--- config.mk ---
export PLATFORM = sky130hd
export DESIGN_NAME = csr_apb_regs
export DESIGN_NICKNAME = d
export VERILOG_FILES = /design/src/rtl/csr_pkg.sv /design/src/rtl/csr_rw_field.sv /design/src/rtl/csr_w1c_bits.sv /design/src/rtl/csr_pulse.sv /design/src/rtl/csr_read_mux.sv /design/src/rtl/csr_apb_regs.sv
export SDC_FILE = /design/constraint.sdc
export NUM_CORES = 1
export LEC_CHECK = 0
export BUFFER_PORTS_ARGS = -buffer_cell sky130_fd_sc_hd__buf_4
export CORE_MARGIN = 4
export CORE_UTILIZATION = 40
export CTS_BUF_LIST = sky130_fd_sc_hd__clkbuf_2
export DETAILED_ROUTE_END_ITERATION = 10
export PLACE_DENSITY = 0.91
export SETUP_SLACK_MARGIN = 0.3
export SYNTH_ARGS = -nofsm -noshare
export SYNTH_HDL_FRONTEND = slang
export SYNTH_SLANG_ARGS = --single-unit
--- constraint.sdc ---
create_clock -name clk -period 3.13 [get_ports clk]
set_input_delay 0.4695 -clock clk [delete_from_list [all_inputs] [get_ports clk]]
set_output_delay 0.4695 -clock clk [all_outputs]
set_load 0.005 [all_outputs]
--- src/rtl/csr_pkg.sv ---
// Package: register indices and fixed field positions shared by the
// register block, its checker and the bench. Word selection uses the
// two address bits above the byte offset.
package csr_pkg;
    typedef enum logic [1:0] {
        IDX_CTL = 2'd0,
        IDX_STS = 2'd1,
        IDX_IRQ = 2'd2,
        IDX_CMD = 2'd3
    } reg_idx_e;

    localparam int IDX_LSB      = 2;   // word index lives in addr[3:2]
    localparam int CTL_RUN_BIT  = 0;
    localparam int CTL_MODE_LSB = 1;
endpackage

--- src/rtl/csr_rw_field.sv ---
// Module: one stored read-write (or write-only) field.
// Assumes: the caller presents an already decoded write strobe and the
// field slice of the write data; reset is synchronous and active-low.
module csr_rw_field #(
    parameter int             W   = 1,
    parameter logic [W-1:0]   RST = '0
) (
    input  logic         clk,
    input  logic         rst_n,
    input  logic         we,
    input  logic [W-1:0] d,
    output logic [W-1:0] q
);
    // Load the field on a committed write, else hold.
    always_ff @(posedge clk) begin
        if (!rst_n)  q <= RST;
        else if (we) q <= d;
    end
endmodule

--- src/rtl/csr_w1c_bits.sv ---
// Module: a vector of sticky flags, set by hardware, cleared by writing 1.
// Assumes: clr is the committed write data masked by the write strobe;
// a set in the same cycle as a clear keeps the bit high.
module csr_w1c_bits #(
    parameter int W = 4
) (
    input  logic         clk,
    input  logic         rst_n,
    input  logic [W-1:0] set,
    input  logic [W-1:0] clr,
    output logic [W-1:0] q
);
    for (genvar i = 0; i < W; i++) begin : g_bit
        // Per-bit update: set has priority over clear.
        always_ff @(posedge clk) begin
            if (!rst_n)      q[i] <= 1'b0;
            else if (set[i]) q[i] <= 1'b1;
            else if (clr[i]) q[i] <= 1'b0;
        end
    end
endmodule

--- src/rtl/csr_pulse.sv ---
// Module: self-clearing trigger. Registers a request so the output is
// high only in the cycle after the request was seen.
// Assumes: requests come from committed writes, which are never on
// consecutive edges under APB, so each pulse is isolated.
module csr_pulse (
    input  logic clk,
    input  logic rst_n,
    input  logic req,
    output logic pulse
);
    // Capture the request for exactly one cycle.
    always_ff @(posedge clk) begin
        if (!rst_n) pulse <= 1'b0;
        else        pulse <= req;
    end
endmodule

--- src/rtl/csr_read_mux.sv ---
// Module: combinational read selector over the four register words.
// Assumes: each word input is already zero-filled where no readable
// field exists.
module csr_read_mux #(
    parameter int DW = 32
) (
    input  csr_pkg::reg_idx_e idx,
    input  logic [DW-1:0]     w_ctl,
    input  logic [DW-1:0]     w_sts,
    input  logic [DW-1:0]     w_irq,
    input  logic [DW-1:0]     w_cmd,
    output logic [DW-1:0]     rdata
);
    // Pick the word addressed by the index.
    always_comb begin
        unique case (idx)
            csr_pkg::IDX_CTL: rdata = w_ctl;
            csr_pkg::IDX_STS: rdata = w_sts;
            csr_pkg::IDX_IRQ: rdata = w_irq;
            default:          rdata = w_cmd;
        endcase
    end
endmodule

--- src/rtl/csr_apb_regs.sv ---
// Module: APB3 slave with four field-structured registers: control
// (read-write fields plus a kick pulse), status (read-only), interrupt
// (write-one-to-clear) and command (write-only).
// Assumes: zero wait states, no error response, full-word writes;
// synchronous active-low reset.
module csr_apb_regs #(
    parameter int                ADDR_W   = 12,
    parameter int                DATA_W   = 32,
    parameter int                MODE_W   = 2,
    parameter logic [MODE_W-1:0] MODE_RST = 2'b01,
    parameter int                STS_W    = 8,
    parameter int                IRQ_W    = 4,
    parameter int                CMD_W    = 16
) (
    input  logic              clk,
    input  logic              rst_n,
    input  logic              apb_sel,
    input  logic              apb_en,
    input  logic              apb_write,
    input  logic [ADDR_W-1:0] apb_addr,
    input  logic [DATA_W-1:0] apb_wdata,
    output logic [DATA_W-1:0] apb_rdata,
    output logic              apb_ready,
    output logic              apb_err,
    output logic              run_en_o,
    output logic [MODE_W-1:0] op_mode_o,
    output logic              kick_o,
    input  logic [STS_W-1:0]  sts_i,
    input  logic [IRQ_W-1:0]  irq_set_i,
    output logic [IRQ_W-1:0]  irq_o,
    output logic [CMD_W-1:0]  cmd_o
);
    import csr_pkg::*;

    localparam int KICK_BIT = CTL_MODE_LSB + MODE_W;

    reg_idx_e    idx;
    logic        commit;
    logic        we_ctl, we_irq, we_cmd;
    logic [IRQ_W-1:0] irq_clr;
    logic [DATA_W-1:0] w_ctl, w_sts, w_irq, w_cmd;

    // Fixed transfer responses: no wait states, no errors.
    assign apb_ready = 1'b1;
    assign apb_err   = 1'b0;

    // Decode the word index and the committing access phase.
    always_comb begin
        idx    = reg_idx_e'(apb_addr[IDX_LSB +: 2]);
        commit = apb_sel && apb_en && apb_write;
        we_ctl = commit && (idx == IDX_CTL);
        we_irq = commit && (idx == IDX_IRQ);
        we_cmd = commit && (idx == IDX_CMD);
        irq_clr = we_irq ? apb_wdata[IRQ_W-1:0] : '0;
    end

    csr_rw_field #(.W(1), .RST(1'b0)) u_run (
        .clk(clk), .rst_n(rst_n), .we(we_ctl),
        .d(apb_wdata[CTL_RUN_BIT]), .q(run_en_o)
    );

    csr_rw_field #(.W(MODE_W), .RST(MODE_RST)) u_mode (
        .clk(clk), .rst_n(rst_n), .we(we_ctl),
        .d(apb_wdata[CTL_MODE_LSB +: MODE_W]), .q(op_mode_o)
    );

    csr_pulse u_kick (
        .clk(clk), .rst_n(rst_n),
        .req(we_ctl && apb_wdata[KICK_BIT]), .pulse(kick_o)
    );

    csr_w1c_bits #(.W(IRQ_W)) u_irq (
        .clk(clk), .rst_n(rst_n), .set(irq_set_i), .clr(irq_clr), .q(irq_o)
    );

    csr_rw_field #(.W(CMD_W), .RST('0)) u_cmd (
        .clk(clk), .rst_n(rst_n), .we(we_cmd),
        .d(apb_wdata[CMD_W-1:0]), .q(cmd_o)
    );

    // Assemble readable words; kick and command read as zero.
    always_comb begin
        w_ctl = '0;
        w_ctl[CTL_RUN_BIT] = run_en_o;
        w_ctl[CTL_MODE_LSB +: MODE_W] = op_mode_o;
        w_sts = '0;
        w_sts[STS_W-1:0] = sts_i;
        w_irq = '0;
        w_irq[IRQ_W-1:0] = irq_o;
        w_cmd = '0;
    end

    csr_read_mux #(.DW(DATA_W)) u_rmux (
        .idx(idx), .w_ctl(w_ctl), .w_sts(w_sts), .w_irq(w_irq),
        .w_cmd(w_cmd), .rdata(apb_rdata)
    );
endmodule

After elaboration in Yosys (flattened, before gate mapping)

Index checks and enable logic that the tools add are counted.
Widths: inputs -> output; s select.

Add/subtract/negate cells: 0
$mul: 0
Divide/modulo/power cells: 0
Order comparisons: 0
Equal/unequal tests: 3
Shift-type cells: 0
Mux-type cells: 10
Bitwise operators: 0
Reduce and logical (&&, ||, !) cells: 11

Operator list:

| kind               | count |
|---|---|
| $pmux 8 s3         | 1 |
| $mux 1             | 8 |
| $reduce_bool 2->1  | 4 |
| $logic_and 1x1->1  | 6 |
| $eq 2x2->1 const B | 2 |
| $mux 4             | 1 |
| $eq 2x1->1 const B | 1 |
| $logic_not 2->1    | 1 |

Bits in registers: 24
Latch bits: 0
RAM bits: 0
Memory bits (read-only): 0
Input bits: 61
Output and inout port bits: 58
Memories: 0

Logic depth before layout (Yosys ltp)

Gate-level depths: netlist (run 1).

Depth after elaboration: 6
Gate-level depth with buffers: 5
Mapped depth without buffers: 3

Modules after synthesis

From an unflattened synthesis (run 1), not the netlist that was laid out.

Cells, all modules: 127
Area, all modules: 1833.0 um^2

By module, submodules not included:

| module                 | instances | cells an instance | area each (um^2) | seq. area each (um^2) |
|---|---|---|---|---|
| csr_read_mux           | 1         | 39                | 814.5            | 0.0 |
| csr_rw_field at u_cmd  | 1         | 51                | 615.6            | 320.3 |
| csr_w1c_bits           | 1         | 12                | 165.2            | 80.1 |
| csr_apb_regs           | 1         | 14                | 105.1            | 0.0 |
| csr_rw_field at u_mode | 1         | 6                 | 70.1             | 40.0 |
| csr_rw_field at u_run  | 1         | 3                 | 36.3             | 20.0 |
| csr_pulse              | 1         | 2                 | 26.3             | 20.0 |

Worst setup path before layout (run 1)

No wires, ideal clock.

Path kind: in2out
From: input port apb_addr[2]
To: output port apb_rdata[3]
Arrival time: 1.086 ns
Path slack: 1.575 ns
Cell stages on the path: 4
Buffers on the path: 2
Cell sequence: buf_6 -> nor2b_1 -> clkbuf_1 -> a22o_1

Cells in the longest elaborated chain, start to end: 2
Elaborated cells on any way between the ends: 4

RTL lines:

| what                                     | RTL line           | RTL |
|---|---|---|
| start, declared                          | csr_apb_regs.sv:20 | `input logic [ADDR_W-1:0] apb_addr,` |
| $eq 2x2->1, or another cell as far along | csr_read_mux.sv:16 | `unique case (idx)` |
| $pmux 8 s3 *                             | csr_read_mux.sv:16 |  |
| end, declared                            | csr_apb_regs.sv:22 | `output logic [DATA_W-1:0] apb_rdata,` |

Every way passes the cells marked *; elsewhere a longest branch is shown, timed or not.

Worst setup path after layout (run 1)

From: input port apb_addr[2]
To: output port apb_rdata[2]

Same word-level chain as after synthesis.

==> results of run 1 <==
## how the worst min path moves through the flow
stage,start,end,slack [ns],depth (start not counted)
after global routing,apb_wdata[3],u_irq.q[3],0.30,2
final,apb_wdata[3],u_irq.q[3],0.33,2
after CTS,apb_wdata[2],u_irq.q[2],0.31,2
after detailed placement,u_cmd.q[12],u_cmd.q[12],0.45,2
after floorplan,u_cmd.q[0],u_cmd.q[0],0.45,2
after global placement,u_cmd.q[9],u_cmd.q[9],0.44,2
## area by class of cell
type	instances	area share, %
multi-input cells	109	36.63
well taps	44	3.276
repair buffers	66	29.49
inverters	5	1.117
clock buffers	3	0.8935
flip-flops and latches	24	28.59
## cell usage in the layout (no fill, tap or decap)
cell type	instances
and3_4	2
and2_1	4
a22o_1	1
buf_4	66
inv_1	5
nor2_1	1
o21ai_0	7
nand3_1	1
o31ai_1	1
dfxtp_1	24
mux2i_1	21
a41oi_1	4
nand2_1	37
clkbuf_2	3
o211ai_1	1
or3_1	1
nor2b_1	2
conb_1	26
## power by group through the flow
stage | clock, mW | combinational (mW) | sequential, mW
floorplan | 0 | 0.0665 | 0.324
global placement | 0 | 0.0977 | 0.324
detailed placement | 0 | 0.0999 | 0.324
CTS | 0.123 | 0.100 | 0.318
global route | 0.131 | 0.112 | 0.319
finish | 0.112 | 0.100 | 0.318
## state kept, by name (all words and copies together) (netlist names)
name / flops
u_cmd.q: 16
u_irq.q: 4
u_kick.pulse: 1
u_mode.q: 2
u_run.q: 1
## metrics by stage
step / utilization (%) / hold slack, ns
global placement: 54.55 / 0.4435
CTS: 55.04 / 0.3058
finish: 55.04 / 0.3332
global route: 55.04 / 0.3042
detailed placement: 54.55 / 0.4487
floorplan: - / 0.4511
## kinds of logic after synthesis
logic type             after synthesis  share of synthesized area, %
DFF                                 24                         37.35
and+or+nand+nor                     48                         16.63
AOI/OAI and AO/OA                   14                         7.296
buffers and inverters               40                         21.79
other                                2                        0.5839
muxes                               21                         16.34
## routing by layer
metal  routed length, um  GRT usage [%]  share of wire, %  vias up
met3                 177          4.159               6.1        4
met2                1498          23.50                51       39
li1                    -              -                 -      550
met4                  34          3.958               1.2        0
met5                   0              0                 0        -
met1                1199          16.12                41      511
==> summary.txt, run 1 <==
Run status
  • Run status: finished clean

Worst setup path
  • Crit-path slowest cell: nor2b_1
  • Critical path peak fanout: 8
  • R2R Path Start: u_irq.q[0]
  • CP bufs+invs: 2
  • CP endpoint kind: output pin
  • Most used cell, CP: buf_4
  • Arr. time, crit path: about 1.4 ns
  • CP peak stage delay: 0.46 ns
  • CP cell instances: buf_4, nor2b_1, nand2_1, o21ai_0, buf_4
  • Worst setup SP type: input pin
  • Critical path's top delay family: simple AND/OR/NAND/NOR gates
  • Crit Reg-Reg Endpoint: u_irq.q[0]
  • Critical Path RT: between 2 and 3 ns
  • Worst reg2reg path depth: 2
  • Worst setup path end: apb_rdata[2]
  • Critical path class: in2out
  • Flop2flop setup slack: around 2.4 ns
  • Crit path depth: 5
  • Crit path launch: apb_addr[2]

Placed design
  • Input/output buffers: 66
  • Post-DP Area: between 0.0015 and 0.002 mm^2
  • Dpl ws: between 1 and 1.5 ns
  • Cells after DPL: about 250
  • Post-DP HPWL: about 2300 um
  • GP Congestion: around 0.73

Cells and area
  • Layout Cells excl Fill: ~250
  • Register area: 480.5 um^2
  • Area delta synth->final: 30.64%
  • Antenna diodes: 0
  • Fillers: 284
  • Area taken by multi-input logic gates: a little over 600 um^2
  • Post-route cell area: 0.001680 mm^2
  • # nets final: 270
  • Share of cells above drive strength 1: 34.30%

STA
  • RSZ-0062 raised after global routing: false
  • Setup ws final: about 1.2 ns
  • Fmax: about 530 MHz
  • Fin crit share: between 60% and 70%
  • Final setup viols: 0
  • Clock skew: 0 ns
  • Setup TNS: 0 ns
  • Tmin final: about 1.9 ns
  • Hold Vio Cnt, Final: 0
  • Slew Viols, Final: 0
  • Relative slew slack: between 60 and 70%
  • Worst Tran Pin Value: about 0.56 ns

CTS
  • Clk buf depth: 2
  • Post-CTS Setup Bufs: 0
  • CTS H-tree depth: 1
  • Worst-path clk slew: 0.21 ns
  • TritonCTS clock tree: yes
  • CTS Hold Bufs: 0
  • Clock sink count: 24
  • Clk_lat worst skew: ~0.32 ns
  • CTS resizes: 0
  • Root buffer cell: clkbuf_2
  • Cts bufs inserted: 3

Synthesis
  • Share of the synthesized area in the top cell type: between 30% and 40%
  • Synth top cells by count: nand2_1, buf_4, dfxtp_1
  • Synth area leader: dfxtp_1
  • Sequential area share after synthesis: 37.35%
  • Most common cell in the synthesized netlist: nand2_1
  • Synth cell types: 21
  • Post-synth EDFFs: 0
  • Synth top area cells: dfxtp_1, mux2i_1, buf_4
  • Synth warn: 0
  • Syn Area/Cell: between 8 and 9 um^2
  • Synth Flop Type: dfxtp_1
  • FFs w/ async S/R, synth: 0%
  • Cells after Synth: around 150
  • Yosys reg bits: 24
  • Synthesized area: approximately 0.0013 mm^2

Power
  • Internal power: just under 0.4 mW
  • Net switching power: 0.1356 mW
  • Switching Share: about a quarter
  • Pwr Total: 0.5301 mW
  • Leak: around 0.82 nW
  • Peak VDD IR: 246.4 uV
  • Sequential share of power: approximately three fifths
  • Clock network fraction of total power: a little over a fifth
  • Logic pwr share: 18.9%
  • Pwr/cell area: ~320 mW/mm^2

Drt
  • First-pass DRT Iterations: 4
  • Vias per std cell: between 4 and 5
  • Via Count: 1104
  • Number of remaining DRC errors: 0
  • 1st-iter DRT viols: 30
  • Antenna Nets Post-Route: 0
  • Final WL: 2910 um
  • WL per Instance: between 10 and 15 um

Job
  • Max Cap Violations: 0

Die
  • Core box area: between 0.003 and 0.004 mm^2
  • Die X: ~65 um
  • Die area: 0.004187 mm^2
  • Row count: 20
  • Starting Density: a little over two fifths
  • DIE HEIGHT: roughly 65 um
  • IO Pins: around 120

GRT
  • First-pass GRT wire length: around 4500 um
  • Congestion Overflow GR: 0
  • Number of global-route vias before repair: 1002
  • Initial antenna violation count: 0
  • GRT Total Usage: 13.61%
  • Pin count of the biggest net entering global routing: 40

Worst hold path
  • Min-delay worst type: in2reg
Note: power is estimated with default switching activity, not from simulation.
==> run 2, diff against run 1 <==
ABC_AREA = 1   (was unset)
CORE_UTILIZATION = 33   (was 40)
PLACE_DENSITY = 0.82   (was 0.91)
clock period = 1.6 ns   (was 3.13 ns; I/O delays follow)
==> summary.txt, run 2 <==
Run status
  • Run status: finished clean

Worst setup path
  • Arr. time, crit path: approximately 1.0 ns
  • Worst setup SP type: register
  • CP cell instances: nand2_1, nand3_1, buf_4
  • CP endpoint kind: output pin
  • Critical Path RT: 1.36 ns
  • Crit-path slowest cell: dfxtp_2
  • CP peak stage delay: around 0.38 ns
  • Critical path peak fanout: 3
  • Critical path class: reg2out

GRT
  • Congestion Overflow GR: 0
  • Initial antenna violation count: 0
  • First-pass GRT wire length: between 4000 and 5000 um
  • GRT Total Usage: about an eighth
  • Pin count of the biggest net entering global routing: 22
  • Number of global-route vias before repair: approximately 1.1k

Synthesis
  • Synth cell types: 19
  • Synth Flop Type: dfxtp_1
  • FFs w/ async S/R, synth: 0%
  • Synthesized area: ~0.0012 mm^2
  • Post-synthesis mux area share: 0%
  • Xor and xnor area share after synthesis: 0%
  • Synth warn: 0
  • Syn Area/Cell: approximately 7.3 um^2
  • Most common cell in the synthesized netlist: nor2_1
  • Synth top cells by count: nor2_1, buf_4, dfxtp_1
  • Synth area leader: dfxtp_1
  • Synth Area in Compound Gates: 9.754%
  • Sequential area share after synthesis: 39.43%
  • Synth Area in Simple Gates: 26.80%
  • Combinational family with the most area after synthesis: simple AND/OR/NAND/NOR gates
  • Synth top area cells: dfxtp_1, buf_4, nor2_1
  • Fraction of the mapped netlist area in adder cells: 0%
  • Post-synth EDFFs: 0
  • Share of the synthesized area in the top cell type: 39.43%
  • Cells after Synth: around 170
  • Yosys reg bits: 24

CTS
  • Cts bufs inserted: 3
  • Worst-path clk slew: roughly 0.24 ns
  • Root buffer cell: clkbuf_2
  • CTS H-tree depth: 1
  • TritonCTS clock tree: yes
  • CTS Hold Bufs: 0
  • Clock sink count: 24
  • Clk_lat worst skew: roughly 0.34 ns
  • Clk buf depth: 2

STA
  • Hold Vio Cnt, Final: 0
  • Fin crit share: between 70% and 80%
  • Final setup viols: 0
  • Slew Viols, Final: 0
  • RSZ-0062 raised after global routing: true
  • Setup TNS: 0 ns
  • Clock skew: 0 ns
  • Tmin final: between 1 and 1.5 ns
  • Fmax: ~800 MHz

Drt
  • WL per Instance: 10.97 um
  • Vias per std cell: 4.156
  • Antenna Nets Post-Route: 0
  • First-pass DRT Iterations: 4
  • 1st-iter DRT viols: 37
  • Number of remaining DRC errors: 0
  • Via Count: roughly 1.2k
  • Final WL: around 3100 um

Worst hold path
  • Min-delay worst type: in2reg

Cells and area
  • # nets final: a little under 300
  • Area delta synth->final: 42.61%
  • Layout Cells excl Fill: between 200 and 300
  • Antenna diodes: 0
  • Max reg flops: 16
  • Most common cell after layout, fill and taps aside: buf_4
  • Most frequent cells in the layout: buf_4, nor2_1, conb_1
  • Top Registers: u_cmd.q x16, u_irq.q x4, u_mode.q x2
  • Biggest register: u_cmd.q
  • Share of cells above drive strength 1: 42.37%

Power
  • Leak: ~0.93 nW
  • Net switching power: 0.2964 mW
  • Logic pwr share: between 10% and 20%
  • Sequential share of power: 50.6%
  • Pwr/cell area: between 700 and 800 mW/mm^2
  • Switching Share: 23.80%
  • Clock network fraction of total power: between 30% and 40%
  • Internal power: between 0.9 and 1 mW
  • Peak VDD IR: roughly 550 uV

Die
  • DIE HEIGHT: 68.77 um
  • Core box area: ~0.0034 mm^2
  • Starting Density: 35.41%
  • Die area: about 0.0047 mm^2
  • Die X: approximately 69 um
  • IO Pins: 119
  • Row count: 21

Placed design
  • Input/output buffers: 66
  • GP Congestion: around 0.76
  • Cells after DPL: around 280
  • Post-DP HPWL: approximately 2500 um

Job
  • Max Cap Violations: 0
-- run 2: cell families after synthesis --
group / Yosys count
DFF: 24
and+or+nand+nor: 74
other: 2
buffers and inverters: 45
AOI/OAI and AO/OA: 23
-- run 2: cell type report --
class	count	area, um^2
Clock buffer	3	15.01
Clock inverter	1	30.03
Fill cell	349	1704
Inverter	15	58.81
Multi-Input combinational cell	123	558.0
Sequential cell	24	489.2
Tap cell	46	57.56
Timing Repair Buffer	70	529.3
-- run 2: critical path, delay by kind of cell, from the launching register on --
kind	cells	cell delay [ns]
buffers and inverters	1	0.15
and+or+nand+nor	2	0.16
DFF	1	0.38
-- run 2: final timing paths --
check	start	to	slack [ns]	depth (start not counted)
setup reg to reg	u_irq.q[3]	u_irq.q[3]	0.93	3
hold reg to reg	u_irq.q[2]	u_irq.q[2]	0.49	2
hold / removal	apb_wdata[4]	u_cmd.q[4]	0.09	3
setup / recovery	u_mode.q[1]	apb_rdata[2]	0.34	3
-- run 2: repair_timing --
action,in CTS,in global routing
endpoints found under the setup margin,2,8
gates resized for setup,3,10
pin swaps,1,0
setup buffers,1,1
endpoints found under the hold margin,0,0
-- run 2: per-layer routing --
| metal | part of all wire [%] | global-route usage (%) | vias up |
|---|---|---|---|
| li1 | - | - | 604 |
| met4 | 0.26 | 3.650 | 0 |
| met5 | 0 | 0 | - |
| met1 | 39 | 13.79 | 495 |
| met3 | 16 | 4.862 | 2 |
| met2 | 44 | 21.69 | 71 |
-- run 2: through the flow --
| step | hold slack, ns | setup WS, ns | area (um^2) | utilization [%] | power [mW] |
|---|---|---|---|---|---|
| 2_1_floorplan | 0.3532 | 0.6077 | 1309 | - | 0.7585 |
| 5_1_grt | 0.06428 | 0.2532 | 1738 | 50.49 | 1.307 |
| 6_report | 0.09246 | 0.3353 | 1738 | 50.49 | 1.245 |
| 3_3_place_gp | 0.4599 | 0.4006 | 1650 | 47.95 | 0.8398 |
| 4_1_cts | 0.07571 | 0.3020 | 1707 | 49.58 | 1.252 |
| 3_5_place_dp | 0.4674 | 0.3931 | 1650 | 47.95 | 0.8426 |
-- run 2: power by group through the flow --
stage / combinational [mW] / clock, mW / sequential [mW]
after global placement: 0.200 / 0 / 0.640
after global routing: 0.239 / 0.435 / 0.633
final: 0.212 / 0.404 / 0.630
after CTS: 0.206 / 0.417 / 0.629
after floorplan: 0.118 / 0 / 0.640
after detailed placement: 0.203 / 0 / 0.640
==> run 3, diff against run 2 <==
CORE_UTILIZATION = 37   (was 33)
PLACE_DENSITY = 0.87   (was 0.82)
clock period = 1.2 ns   (was 1.6 ns; I/O delays follow)
==> summary.txt, run 3 (same netlist as run 2, synthesis figures left out) <==
Run status
  • Run status: finished, violations left
  • Failing checks: setup timing

Power
  • Pwr Total: around 1.5 mW
  • Switching Share: a little over a quarter
  • Clock network fraction of total power: between 20 and 25%
  • Leak: between 1 and 1.5 nW
  • Net switching power: roughly 0.4 mW
  • Peak VDD IR: about 600 uV
  • Sequential share of power: between 50 and 60%
  • Internal power: between 1 and 1.5 mW
  • Logic pwr share: a little under a quarter
  • Pwr/cell area: between 700 and 800 mW/mm^2

Die
  • IO Pins: roughly 120
  • Die X: between 60 and 70 um
  • Die area: between 0.004 and 0.005 mm^2
  • DIE HEIGHT: about 65 um
  • Starting Density: between 30 and 40%
  • Row count: 20
  • Core box area: just over 0.003 mm^2

GRT
  • Number of global-route vias before repair: 1170
  • Initial antenna violation count: 0
  • Congestion Overflow GR: 0
  • First-pass GRT wire length: roughly 5000 um
  • GRT Total Usage: approximately 15%
  • Pin count of the biggest net entering global routing: 22

Worst setup path
  • Crit-path slowest cell: dfxtp_2
  • Critical path class: reg2out
  • Worst setup SP type: register
  • Critical path peak fanout: 2
  • CP peak stage delay: around 0.38 ns
  • Arr. time, crit path: ~1.1 ns
  • CP bufs+invs: 1
  • Critical Path RT: between 1 and 1.5 ns
  • Critical path's top delay family: flip-flops
  • CP cell instances: a22o_1, buf_4
  • CP endpoint kind: output pin

Drt
  • 1st-iter DRT viols: 25
  • WL per Instance: around 11 um
  • Antenna Nets Post-Route: 0
  • Vias per std cell: about 4.2
  • Number of remaining DRC errors: 0
  • Final WL: roughly 3300 um
  • Via Count: around 1.2k
  • First-pass DRT Iterations: 4

CTS
  • Clk_lat worst skew: approximately 0.35 ns
  • CTS Hold Bufs: 0
  • Cts bufs inserted: 3
  • CTS H-tree depth: 1
  • Clk buf depth: 2
  • TritonCTS clock tree: yes
  • Clock sink count: 24
  • Root buffer cell: clkbuf_2
  • Worst-path clk slew: about 0.24 ns

Cells and area
  • # nets final: roughly 310
  • Layout Cells excl Fill: 289
  • Max reg flops: 16
  • Most common cell after layout, fill and taps aside: buf_4
  • Biggest register: u_cmd.q
  • Most frequent cells in the layout: buf_4, buf_6, nor2_1
  • Antenna diodes: 0
  • Area delta synth->final: 59.03%
  • Share of cells above drive strength 1: between 50 and 60%
  • Top Registers: u_cmd.q x16, u_irq.q x4, u_mode.q x2

Placed design
  • GP Congestion: between 0.8 and 0.9
  • Post-DP HPWL: roughly 2400 um
  • Input/output buffers: 66
  • Cells after DPL: 276
  • Dpl ws: ~0.13 ns

STA
  • Setup ws final: -0.03128 ns
  • Tmin final: ~1.2 ns
  • Hold Vio Cnt, Final: 0
  • Slew Viols, Final: 0
  • Fmax: approximately 810 MHz
  • Fin crit share: 102.6%
  • RSZ-0062 raised after global routing: true
  • Clock skew: 0 ns
  • Final setup viols: 1

Job
  • Max Cap Violations: 0

Worst hold path
  • Min-delay worst type: in2reg
[run 3: changes by cell type in the layout (fill, tap and decap cells not counted), sizes merged]
cell / delta
buf: +9
bufinv: -1
clkinv: +1
[run 3: layout make-up]
| cell class | count | area [um^2] |
|---|---|---|
| clock inverters | 1 | 3.754 |
| well taps | 44 | 55.05 |
| inverters | 15 | 61.31 |
| fillers | 269 | 1165 |
| multi-input cells | 123 | 583.1 |
| clock buffers | 3 | 15.01 |
| repair buffers | 79 | 709.4 |
| flip-flops and latches | 24 | 510.5 |
[run 3: path summary, 6_finish.rpt]
| path | to | from | slack [ns] | cells after the start |
|---|---|---|---|---|
| worst max register to register | u_irq.q[2] | u_irq.q[2] | 0.40 | 4 |
| worst min-delay path | u_irq.q[1] | irq_set_i[1] | 0.03 | 3 |
| worst min register to register | u_irq.q[1] | u_irq.q[1] | 0.51 | 2 |
| worst max-delay path | apb_rdata[3] | u_irq.q[3] | -0.03 | 2 |
[run 3: power by group through the flow]
stage	combinational [mW]	sequential, mW	clock [mW]
6_report	0.337	0.845	0.305
4_1_cts	0.303	0.844	0.317
3_3_place_gp	0.267	0.853	0
5_1_grt	0.372	0.849	0.345
2_1_floorplan	0.158	0.854	0
3_5_place_dp	0.272	0.854	0
[run 3: metrics by stage]
stage / hold WS, ns / TNS, ns / cell area [um^2] / util [%]
4_1_cts: 0.02910 / -0.02279 / 1849 / 59.60
2_1_floorplan: 0.2932 / 0 / 1309 / -
5_1_grt: 0.02212 / -0.2319 / 1938 / 62.46
6_report: 0.02799 / -0.03128 / 1938 / 62.46
3_3_place_gp: 0.4001 / 0 / 1663 / 53.59
3_5_place_dp: 0.4083 / 0 / 1663 / 53.59
[run 3: repair_timing]
| item | 4_1_cts | 5_1_grt |
|---|---|---|
| pin swaps | 3 | 3 |
| setup buffers | 5 | 4 |
| setup endpoints to repair | 32 | 32 |
| resized for setup | 51 | 18 |
| hold endpoints to repair | 0 | 0 |
[run 3: per-layer routing]
metal	up-vias	global-route usage (%)	part of all wire, %
li1	620	-	-
met3	2	2.564	7.7
met1	553	17.28	39
met2	45	26.80	53
met5	-	0	0
met4	0	5.440	0.52
[run 3: worst min-delay path: cells and delay by family]
kind / cells / cell delay [ns]
buffers and inverters: 2 / 0.15
AOI/OAI and AO/OA: 1 / 0.05
